<file path="src/rtl/pwm3_pkg.sv">
package pwm3_pkg;
  typedef enum logic [1:0] {
    CMD_LOW  = 2'b00,
    CMD_HIGH = 2'b01,
    CMD_TRI  = 2'b10
  } pwm_cmd_e;
endpackage

</file>
<file path="src/rtl/pwm3_zone_cls.sv">
module pwm3_zone_cls
  import pwm3_pkg::*;
#(
  parameter int CODE_W     = 13,
  parameter int HI_RISE_MV = 3550,
  parameter int HI_FALL_MV = 3450,
  parameter int LO_FALL_MV = 1150,
  parameter int LO_RISE_MV = 1250
) (
  input  logic [CODE_W-1:0] code_i,
  input  pwm_cmd_e          cur_i,
  output logic              want_hi_o,
  output logic              want_lo_o,
  output logic              in_win_o
);
  localparam logic [CODE_W-1:0] HI_RISE_C = CODE_W'(HI_RISE_MV);
  localparam logic [CODE_W-1:0] HI_FALL_C = CODE_W'(HI_FALL_MV);
  localparam logic [CODE_W-1:0] LO_FALL_C = CODE_W'(LO_FALL_MV);
  localparam logic [CODE_W-1:0] LO_RISE_C = CODE_W'(LO_RISE_MV);

  logic above_rise, above_fall, below_fall, below_rise;

  assign above_rise = code_i >= HI_RISE_C;
  assign above_fall = code_i >= HI_FALL_C;
  assign below_fall = code_i <= LO_FALL_C;
  assign below_rise = code_i <= LO_RISE_C;

  // hysteresis: the threshold in use depends on the current command
  always_comb begin
    unique case (cur_i)
      CMD_HIGH: begin
        want_hi_o = above_fall;
        want_lo_o = below_fall;
      end
      CMD_LOW: begin
        want_hi_o = above_rise;
        want_lo_o = below_rise;
      end
      default: begin
        want_hi_o = above_rise;
        want_lo_o = below_fall;
      end
    endcase
  end

  assign in_win_o = !want_hi_o && !want_lo_o && (cur_i != CMD_TRI);
endmodule

</file>
<file path="src/rtl/pwm3_dwell_tmr.sv">
module pwm3_dwell_tmr #(
  parameter int HOLD_CYCLES = 160
) (
  input  logic clk_i,
  input  logic rst_ni,
  input  logic inc_i,
  output logic done_o
);
  generate
    if (HOLD_CYCLES <= 1) begin : g_direct
      logic unused_clk;
      assign unused_clk = clk_i ^ rst_ni;
      assign done_o = inc_i;
    end else begin : g_count
      localparam int CNT_W = $clog2(HOLD_CYCLES);
      localparam logic [CNT_W-1:0] CNT_LAST = CNT_W'(HOLD_CYCLES - 1);
      logic [CNT_W-1:0] cnt_q;

      assign done_o = inc_i && (cnt_q == CNT_LAST);

      always_ff @(posedge clk_i or negedge rst_ni) begin
        if (!rst_ni)                cnt_q <= '0;
        else if (!inc_i || done_o)  cnt_q <= '0;
        else                        cnt_q <= cnt_q + 1'b1;
      end
    end
  endgenerate
endmodule

</file>
<file path="src/rtl/pwm3_cmd_reg.sv">
module pwm3_cmd_reg
  import pwm3_pkg::*;
(
  input  logic     clk_i,
  input  logic     rst_ni,
  input  logic     want_hi_i,
  input  logic     want_lo_i,
  input  logic     dwell_done_i,
  output pwm_cmd_e cmd_o,
  output logic     chg_o
);
  pwm_cmd_e cmd_d;

  always_comb begin
    if (want_hi_i)         cmd_d = CMD_HIGH;
    else if (want_lo_i)    cmd_d = CMD_LOW;
    else if (dwell_done_i) cmd_d = CMD_TRI;
    else                   cmd_d = cmd_o;
  end

  always_ff @(posedge clk_i or negedge rst_ni) begin
    if (!rst_ni) begin
      cmd_o <= CMD_TRI;
      chg_o <= 1'b0;
    end else begin
      cmd_o <= cmd_d;
      chg_o <= (cmd_d != cmd_o);
    end
  end
endmodule

</file>
<file path="src/rtl/pwm3_decoder.sv">
module pwm3_decoder
  import pwm3_pkg::*;
#(
  parameter int CODE_W      = 13,
  parameter int HI_RISE_MV  = 3550,
  parameter int HI_FALL_MV  = 3450,
  parameter int LO_FALL_MV  = 1150,
  parameter int LO_RISE_MV  = 1250,
  parameter int HOLD_CYCLES = 160
) (
  input  logic              clk_i,
  input  logic              rst_ni,
  input  logic [CODE_W-1:0] code_i,
  output logic [1:0]        state_o,
  output logic              chg_o
);
  pwm_cmd_e cmd_q;
  logic     want_hi, want_lo, in_win, dwell_done;

  pwm3_zone_cls #(
    .CODE_W    (CODE_W),
    .HI_RISE_MV(HI_RISE_MV),
    .HI_FALL_MV(HI_FALL_MV),
    .LO_FALL_MV(LO_FALL_MV),
    .LO_RISE_MV(LO_RISE_MV)
  ) u_cls (
    .code_i   (code_i),
    .cur_i    (cmd_q),
    .want_hi_o(want_hi),
    .want_lo_o(want_lo),
    .in_win_o (in_win)
  );

  pwm3_dwell_tmr #(.HOLD_CYCLES(HOLD_CYCLES)) u_tmr (
    .clk_i (clk_i),
    .rst_ni(rst_ni),
    .inc_i (in_win),
    .done_o(dwell_done)
  );

  pwm3_cmd_reg u_reg (
    .clk_i       (clk_i),
    .rst_ni      (rst_ni),
    .want_hi_i   (want_hi),
    .want_lo_i   (want_lo),
    .dwell_done_i(dwell_done),
    .cmd_o       (cmd_q),
    .chg_o       (chg_o)
  );

  assign state_o = cmd_q;
endmodule

</file>
<file path="config.mk">
export PLATFORM = sky130hd
export DESIGN_NAME = pwm3_decoder
export DESIGN_NICKNAME = d
export VERILOG_FILES = /design/src/rtl/pwm3_pkg.sv /design/src/rtl/pwm3_zone_cls.sv /design/src/rtl/pwm3_dwell_tmr.sv /design/src/rtl/pwm3_cmd_reg.sv /design/src/rtl/pwm3_decoder.sv
export SDC_FILE = /design/constraint.sdc
export NUM_CORES = 1
export LEC_CHECK = 0
export BUFFER_PORTS_ARGS = -buffer_cell sky130_fd_sc_hd__buf_2
export CORE_MARGIN = 4
export CORE_UTILIZATION = 55
export CTS_BUF_LIST = sky130_fd_sc_hd__clkbuf_8 sky130_fd_sc_hd__clkbuf_16
export DETAILED_ROUTE_END_ITERATION = 16
export GPL_TIMING_DRIVEN = 0
export PLACE_DENSITY = 0.81
export SETUP_SLACK_MARGIN = 0.5
export SYNTH_ARGS = -nofsm -noshare
export SYNTH_HDL_FRONTEND = slang
export SYNTH_SLANG_ARGS = --single-unit
</file>
<file path="constraint.sdc">
create_clock -name clk_i -period 3.68 [get_ports clk_i]
set_input_delay 0.368 -clock clk_i [delete_from_list [all_inputs] [get_ports clk_i]]
set_output_delay 0.368 -clock clk_i [all_outputs]
set_load 0.02 [all_outputs]
</file>
==> results.json <==
{
  "status": "completed",
  "busiest_layer": "met2",
  "cts_setup_buffers": 0,
  "avgRoutedWirePerCell_um": 15.1,
  "drtIter0Drc": 19,
  "numCtsBuffers": 3,
  "worst_slew_pin_slew_ns": 0.593,
  "worstSetupPathType": "register to register",
  "end_kind": "register",
  "grt_pass1_vias": 727,
  "seq_power_share_pct": 43.7,
  "met1_usage_pct": 26.2,
  "cts_hold_buf": 1,
  "antenna_found_initial": 0,
  "cp.required_ns": 3.83,
  "mostFrequentLayoutCells": "buf_2, dfrtp_1, nor2_1",
  "drtPass1Iterations": 4,
  "routed_via_density": 6.17,
  "grt_use_met3_pct": 6.32,
  "drive_gt1_share_pct": 28.3,
  "avgSynthCellArea_um2": 9.35,
  "max_cap_viol_count": 0,
  "fin_nets": 123,
  "placedInstanceArea_um2": 890,
  "synth_top_family_by_area": "simple AND/OR/NAND/NOR gates",
  "synth-compound-area-share_pct": 18.9,
  "die-height_um": 45.8,
  "gr-total-overflow": 0,
  "post_cts_resized": 0,
  "synthXorXnorAreaFrac_pct": 5.57,
  "synth_fp_nets": 100,
  "synthSimpleGateAreaFrac_pct": 35.0,
  "cp_max_fo": 8,
  "slew_viol_final": 0,
  "cts_root_buf": "clkbuf_8",
  "synthAdderAreaFrac_pct": 1.59,
  "p_per_area_mw_per_mm2": 319,
  "tns_ns": 0,
  "die_area_mm2": 0.00210,
  "fmax_mhz": 511,
  "synth_edf_count": 0,
  "syn_to_final_growth_pct": 20.2,
  "p_sw_uw": 81.0,
  "leakagePower_nw": 0.392,
  "netSwitchingFraction_pct": 26.9,
  "cts_buffer_depth": 2,
  "initial_core_util_pct": 59.6,
  "arrival_ns": 2.11,
  "gp_congestion": 0.843,
  "pwr-share-comb_pct": 16.6,
  "htreeDepth": 1,
  "relSlewSlack_pct": 59.4,
  "intPower_uw": 221,
  "setup_viol": 0,
  "synth_cells": 84,
  "muxShareOfSynthArea_pct": 1.27,
  "grt_max_degree": 12,
  "vias": 747,
  "final_common_cell": "buf_2",
  "core_mm2": 0.00132,
  "stdcell_area_um2": 945,
  "final.period_utilization_pct": 53.2,
  "die_w_um": 45.8,
  "synth-async-reset-ratio_pct": 100,
  "cts_tree": "done",
  "hpwl_um": 1330,
  "io_pins": 18,
  "period_needed_ns": 1.96,
  "routed_wl_um": 1830,
  "grt_pass1_wl_um": 3060,
  "antenna_left": 0,
  "clkPwrFrac_pct": 39.7,
  "path_clk_slew_ns": 0.05,
  "yosys_warnings": 0,
  "finClkSkew_ns": 0.00258,
  "n_antenna_cell": 0,
  "hold_viol": 0,
  "met2_usage_pct": 32.3,
  "rows": 13,
  "min_path_type": "register to register",
  "vdd_drop_max_mv": 0.207,
  "cp-start-kind": "register",
  "reg2reg_slack_ns": 1.72,
  "syn_area_um2": 786,
  "final_core_util_pct": 71.7,
  "grtUsageTotal_pct": 20.5,
  "ys_ff_latch": 11,
  "finalNonFillerCells": 121,
  "portBuffers": 17,
  "seq_area_frac_synth_pct": 35.2,
  "synth-main-ff-cell": "dfrtp_1",
  "n_fill_cell": 105,
  "clock_sinks": 11,
  "synth_cell_types": 37,
  "placed_cells": 116,
  "drc": 0,
  "rsz0062_at_grt": "no",
  "clock_latency_ns": 0.24
}
## power by group through the flow
stage	clock network [mW]	logic [mW]	registers [mW]
after floorplan	0	0.0250	0.135
after global placement	0	0.0461	0.133
after detailed placement	0	0.0472	0.133
after CTS	0.123	0.0500	0.132
after global routing	0.125	0.0551	0.132
final	0.120	0.0501	0.132
## worst paths after layout
kind / start / cells after the start / endpoint
max: u_reg.cmd_o[0] / 5 / u_tmr.g_count.cnt_q[1]
min reg2reg: u_tmr.g_count.cnt_q[0] / 1 / u_tmr.g_count.cnt_q[0]
max in group asynchronous: rst_ni / 2 / u_reg.cmd_o[1]
min: u_tmr.g_count.cnt_q[0] / 1 / u_tmr.g_count.cnt_q[0]
min in group asynchronous: rst_ni / 2 / u_tmr.g_count.cnt_q[7]
max reg2reg: u_reg.cmd_o[0] / 5 / u_tmr.g_count.cnt_q[1]
## area by class of cell
class / count / area, µm² / area share, %
clock buffer: 3 / 41.3 / 4.37
clock inverter: 1 / 3.75 / 0.397
inverter: 5 / 18.8 / 1.99
multi-input combinational: 68 / 490 / 51.9
sequential: 11 / 277 / 29.3
tap: 15 / 18.8 / 1.99
timing repair buffer: 18 / 95.1 / 10.1
## Yosys cell counts (2+ instances only)
cell | number | area [µm²]
a21oi_1 | 3 | 15.0
dfrtp_1 | 10 | 250
inv_1 | 5 | 18.8
nand2_1 | 5 | 18.8
nand3_1 | 5 | 25.0
nand3b_1 | 2 | 15.0
nand4_1 | 3 | 18.8
nor2_1 | 8 | 30.0
nor3_2 | 4 | 40.0
nor4_1 | 3 | 18.8
o211ai_1 | 4 | 30.0
o21ai_0 | 3 | 15.0
o31ai_1 | 2 | 15.0
xnor2_1 | 3 | 26.3
xor2_1 | 2 | 17.5
## per-layer routing
metal | wire, µm | up-vias | share of wire (%)
met3 | 77 | 2 | 4.2
met5 | 0 | - | 0
met2 | 897 | 19 | 49
li1 | - | 368 | -
met4 | 10 | 0 | 0.55
met1 | 842 | 358 | 46
## sequential cells by signal, indices dropped and copies added, names as in the netlist
name / count
u_tmr.g_count.cnt_q: 8
u_reg.cmd_o: 2
u_reg.chg_o: 1
## cells by family (layout without fill, tap and decap cells)
family,Yosys count,count (layout)
multiplexers,1,1
AND/OR/NAND/NOR,42,42
adder cells (fa/ha/maj),1,1
AO/OA/AOI/OAI,19,19
XOR/XNOR,5,5
flip-flops,11,11
buffers and inverters,5,27
## critical path: stages (launching register included)
cell       delay [ns]
dfrtp_1          0.51
nor2b_1          0.17
o211ai_1         0.10
o22ai_1          0.50
o2111ai_4        0.34
nor3b_2          0.25
## metrics by stage
step	power, mW	hold WS (ns)	worst slack [ns]
6_report	0.302	0.511	1.72
5_1_grt	0.313	0.528	1.56
4_1_cts	0.304	0.505	1.74
3_5_place_dp	0.180	0.246	1.53
3_3_place_gp	0.179	0.244	1.54
2_1_floorplan	0.160	0.0724	1.78
Note: power is estimated with default switching activity, not from simulation.
